File: src/rtl/byte_stack_pkg.sv
package byte_stack_pkg;
    typedef enum logic [1:0] {
        ACT_HOLD = 2'd0,
        ACT_PUSH = 2'd1,
        ACT_POP  = 2'd2,
        ACT_SWAP = 2'd3
    } stack_act_e;
endpackage

File: src/rtl/byte_stack_ctl.sv
module byte_stack_ctl
    import byte_stack_pkg::*;
#(
    parameter int DEPTH = 8,
    parameter int CW    = 4
) (
    input  logic          push,
    input  logic          pop,
    input  logic [CW-1:0] level,
    output stack_act_e    act,
    output logic          is_full,
    output logic          is_empty,
    output logic          ovf,
    output logic          unf
);
    always_comb begin
        is_full  = (level == CW'(DEPTH));
        is_empty = (level == '0);
        ovf      = push && !pop && is_full;
        unf      = pop && is_empty;
        act      = ACT_HOLD;
        if (push && pop) begin
            act = is_empty ? ACT_PUSH : ACT_SWAP;
        end else if (push && !is_full) begin
            act = ACT_PUSH;
        end else if (pop && !is_empty) begin
            act = ACT_POP;
        end
    end
endmodule

File: src/rtl/byte_stack_sel.sv
module byte_stack_sel #(
    parameter int DEPTH = 8,
    parameter int DW    = 8,
    parameter int CW    = 4
) (
    input  logic [DEPTH-1:0][DW-1:0] slots,
    input  logic [CW-1:0]            level,
    output logic [DW-1:0]            sel
);
    always_comb begin
        sel = '0;
        for (int i = 0; i < DEPTH; i++) begin
            if (level == CW'(i + 1)) begin
                sel = slots[i];
            end
        end
    end
endmodule

File: src/rtl/byte_stack.sv
module byte_stack
    import byte_stack_pkg::*;
#(
    parameter int DEPTH = 8,
    parameter int DW    = 8,
    localparam int CW   = $clog2(DEPTH + 1)
) (
    input  logic          clk,
    input  logic          rst,
    input  logic          push,
    input  logic [DW-1:0] push_data,
    input  logic          pop,
    output logic [DW-1:0] top_byte,
    output logic [CW-1:0] count,
    output logic          full,
    output logic          empty,
    output logic          overflow,
    output logic          underflow
);
    typedef struct packed {
        logic [DEPTH-1:0][DW-1:0] slots;
        logic [CW-1:0]            level;
        logic                     ovf;
        logic                     unf;
    } stack_state_t;

    stack_state_t st_d, st_q;
    stack_act_e   act;
    logic         ovf_now, unf_now;

    byte_stack_ctl #(.DEPTH(DEPTH), .CW(CW)) u_ctl (
        .push     (push),
        .pop      (pop),
        .level    (st_q.level),
        .act      (act),
        .is_full  (full),
        .is_empty (empty),
        .ovf      (ovf_now),
        .unf      (unf_now)
    );

    byte_stack_sel #(.DEPTH(DEPTH), .DW(DW), .CW(CW)) u_sel (
        .slots (st_q.slots),
        .level (st_q.level),
        .sel   (top_byte)
    );

    always_comb begin
        st_d     = st_q;
        st_d.ovf = ovf_now;
        st_d.unf = unf_now;
        for (int i = 0; i < DEPTH; i++) begin
            if (act == ACT_PUSH && st_q.level == CW'(i)) begin
                st_d.slots[i] = push_data;
            end
            if (act == ACT_SWAP && st_q.level == CW'(i + 1)) begin
                st_d.slots[i] = push_data;
            end
        end
        case (act)
            ACT_PUSH: st_d.level = st_q.level + 1'b1;
            ACT_POP:  st_d.level = st_q.level - 1'b1;
            default:  st_d.level = st_q.level;
        endcase
    end

    always_ff @(posedge clk) begin
        if (rst) begin
            st_q.slots <= '0;
            st_q.level <= '0;
            st_q.ovf   <= 1'b0;
            st_q.unf   <= 1'b0;
        end else begin
            st_q <= st_d;
        end
    end

    assign count     = st_q.level;
    assign overflow  = st_q.ovf;
    assign underflow = st_q.unf;
endmodule

File: config.mk
export PLATFORM = sky130hd
export DESIGN_NAME = byte_stack
export DESIGN_NICKNAME = d
export VERILOG_FILES = /design/src/rtl/byte_stack_pkg.sv /design/src/rtl/byte_stack_ctl.sv /design/src/rtl/byte_stack_sel.sv /design/src/rtl/byte_stack.sv
export SDC_FILE = /design/constraint.sdc
export NUM_CORES = 1
export LEC_CHECK = 0
export ABC_AREA = 1
export ABC_CLOCK_PERIOD_IN_PS = 2000
export BUFFER_PORTS_ARGS = -buffer_cell sky130_fd_sc_hd__buf_4
export CAP_MARGIN = 20
export CELL_PAD_IN_SITES_DETAIL_PLACEMENT = 2
export CELL_PAD_IN_SITES_GLOBAL_PLACEMENT = 2
export CORE_UTILIZATION = 28
export CTS_BUF_LIST = sky130_fd_sc_hd__clkbuf_4 sky130_fd_sc_hd__clkbuf_8 sky130_fd_sc_hd__clkbuf_16
export CTS_CLUSTER_SIZE = 10
export DETAILED_ROUTE_END_ITERATION = 7
export GPL_TIMING_DRIVEN = 0
export PLACE_DENSITY = 0.74
export SYNTH_ARGS = -nofsm -noshare
export SYNTH_HDL_FRONTEND = slang
export SYNTH_SLANG_ARGS = --single-unit
File: constraint.sdc
create_clock -name clk -period 2 [get_ports clk]
set_clock_uncertainty 0.15 [all_clocks]
set_input_delay 0.4 -clock clk [delete_from_list [all_inputs] [get_ports clk]]
set_output_delay 0.4 -clock clk [all_outputs]
set_load 0.02 [all_outputs]
==> flow_summary.yaml <==
placement:
  globalplace.congestion: 0.7597
  postPlaceCellArea_um2: 4094
  placed_cells: 724
  dp_hpwl_um: 9371
  port_buffers: 18
timing:
  min_period_ps: 2868
  relSlewSlack: 0.3756
  rsz0062_at_grt: "true"
  hold_slack_ps: 183.0
  finalCritPeriodShare: 1.434
  tightest_slew_ps: 936.6
  tns_ps: -39330
  fin_ws_ps: -867.6
  hold_viol: 0
  drv_slew: 0
  fmax_mhz: 348.7
  final-setup-viol-count: 78
logic_synthesis:
  netlist.area_leader.share: 0.3867
  synth_seq_area_share: 0.3867
  avgSynthCellArea_um2: 6.786
  yosys.area.top_type: "dfxtp_1"
  synth_nets: 553
  synth_cells: 534
  yosysWarnings: 0
  syn_area_um2: 3623
  yosys-top-cells-area: "dfxtp_1 39%, nand2_1 24%, a21oi_1 9.4%"
  synth-edff-count: 0
  synthDistinctLibCells: 33
  synthFlopType: "dfxtp_1"
  async_flop_share: 0
  synth_top_cells_by_count: "236 x nand2_1, 70 x dfxtp_1, 68 x a21oi_1"
  synth_seq_cells: 70
  yosysMostFrequentCell: "nand2_1"
worst_hold_path:
  hp-class: "input port to flop"
clocking:
  cts.reportedPaths.clkPinSlew_ps: 60
  ctsHtreeMaxLevel: 3
  tritoncts: "done"
  cts_max_path_buffers: 2
  cts.sinks: 70
  clk_latency_ps: 350
  cts_made_buffers: 9
  cts_root_buffer: "clkbuf_16"
floorplan:
  rows: 41
  io_pins: 28
  core-area_um2: 12620
  dieArea_um2: 13400
  die_y_um: 115.8
  start_util: 0.2871
  die_width_um: 115.8
grt:
  grt_pass1_vias: 4708
  grt_antenna_before_repair: 0
  overflow: 0
  grt_max_degree: 12
  grt_pass1_wl_um: 29650
  grtUsageTotal: 0.3134
routing:
  route.vias.total: 4422
  drtIter0Drc: 223
  dr.pass1.iters: 5
  postRouteAntennaNets: 0
  wl_per_cell_um: 30.16
  via_per_inst: 5.534
  wl_um: 24100
  drc_errors: 0
pwr:
  clkPwrFrac: 0.252
  p_total_mw: 6.955
  p_comb_frac: 0.497
  seqPwrFrac: 0.251
  power_leakage_nw: 2.326
  power_density_nw_per_um2: 1135
  sw_frac_of_total: 0.4334
  p_int_mw: 3.941
  ir_drop_uv: 809.3
  p_sw_mw: 3.014
outcome:
  status: "complete, but fails checks"
  violations: "negative setup slack"
layout:
  area_growth_pct: 69.06
  final_area_um2: 6126
  layout.nets: 641
  drive_above_1_share: 0.5470
  stdcell_count: 799
  n_antenna_cell: 0
  n_fill_cell: 1341
setup_path:
  path_buf_inv: 4
  endpoint_kind: "output port"
  slowest_stage: "dfxtp_4"
  cp.required_ps: 1450
  cp.arrival_ps: 2320
  cp-start-kind: "flop"
  cp_common_cell: "nand2_2"
  worstSetupPathType: "flop to output port"
  crit_family: "simple AND/OR/NAND/NOR gates"
  crit_chain: "buf_6 > ha_4 > buf_8 > buf_4 > nand4_1 > nand2_2 > nand2_1 > nand3b_1 > nand2_1 > nand2_2 > nand2_2 > nand2_2 > buf_6"
  crit_fanout: 5
  slowest_delay_ps: 400
flow_run:
  maxCapViolCount: 0
==> power by group through the flow <==
stage / Clock, mW / Combinational (mW) / Sequential (mW)
after detailed placement: 0 / 1.66 / 1.68
final: 1.75 / 3.46 / 1.75
after global placement: 0 / 1.60 / 1.67
after global routing: 1.81 / 3.54 / 1.75
after floorplan: 0 / 1.17 / 1.65
after CTS: 1.70 / 2.63 / 1.70
==> cells by family (layout without fill, tap and decap cells) <==
logic type                 after synthesis  count (layout)  share of synthesized area
and+or+nand+nor                        317             325                     0.3930
AOI/OAI and AO/OA                       74              74                     0.1057
adders and majority gates                7               7                    0.02417
DFF                                     70              70                     0.3867
buffers and inverters                   65             150                    0.08805
xor gates and xnor gates                 1               1                   0.002418
==> worst paths after layout <==
| kind | from | cells past startpoint | to | slack, ps |
|---|---|---|---|---|
| worst min register to register | st_q[35]$_SDFFE_PP0P_ | 2 | st_q[35]$_SDFFE_PP0P_ | 330 |
| worst max-delay path | count[0]$_SDFFE_PP0P_ | 13 | top_byte[1] | -870 |
| worst max register to register | count[1]$_SDFFE_PP0P_ | 16 | st_q[47]$_SDFFE_PP0P_ | -600 |
| worst min-delay path | push | 2 | overflow$_SDFF_PP0_ | 180 |
==> flip-flops by register name, summed over array words and instances (netlist names) <==
name / count
st_q: 64
count: 4
overflow: 1
underflow: 1
==> cell usage in the layout (no fill, tap or decap), types with 3 or more instances in the layout <==
master,netlist,final
or2_2,6,6
inv_2,6,3
nor2_4,2,5
nand3b_1,7,7
clkinv_2,1,3
clkbuf_1,16,16
dfxtp_1,70,66
inv_6,0,4
inv_8,0,3
ha_4,0,7
nand2_8,0,20
buf_4,7,43
nor2_2,1,4
a21oi_4,0,3
buf_8,0,3
clkbuf_16,0,9
buf_6,3,27
nand2_2,5,68
nand2_1,236,132
nor2_1,22,16
a21oi_2,0,52
inv_1,20,13
nand3_1,12,6
buf_12,0,6
nand4_1,7,7
or2_1,3,3
nand2_4,9,37
a21oi_1,68,13
inv_4,8,7
clkinv_8,0,5
nand3_2,1,7
==> stage by stage <==
step | utilization | worst slack [ps]
after floorplan | - | -57.98
after CTS | 0.4401 | -590.6
after global placement | 0.3244 | -408.9
after detailed placement | 0.3244 | -493.3
after global routing | 0.4854 | -871.4
final | 0.4854 | -867.6
==> per-layer routing <==
| metal | vias up | global-route usage | share of wire |
|---|---|---|---|
| li1 | 1870 | - | - |
| met1 | 2265 | 0.3690 | 0.40 |
| met2 | 201 | 0.5325 | 0.49 |
| met3 | 86 | 0.05596 | 0.061 |
| met4 | 0 | 0.1863 | 0.057 |
| met5 | - | 0 | 0 |
==> timing repair <==
| action | CTS | global route |
|---|---|---|
| hold buffers | 0 | 0 |
| cloned | 13 | 2 |
| pin swaps | 68 | 45 |
| buffers inserted | 30 | 18 |
| resized for setup | 215 | 108 |
| setup endpoints to repair | 78 | 78 |
==> final cells by class <==
cell class                      instances  area, um^2  share of cell area
Inverter                               35       269.0             0.04391
Buffer                                 28       200.2             0.03268
Sequential cell                        70        1411              0.2304
Timing Repair Buffer                   69       664.4              0.1085
Timing Repair inverter                  2       17.52            0.002859
Clock buffer                           12       260.3             0.04248
Tap cell                              172       215.2             0.03513
Clock inverter                          4       45.04            0.007353
Multi-Input combinational cell        407        3043              0.4967
Note: power is estimated with default switching activity, not from simulation.
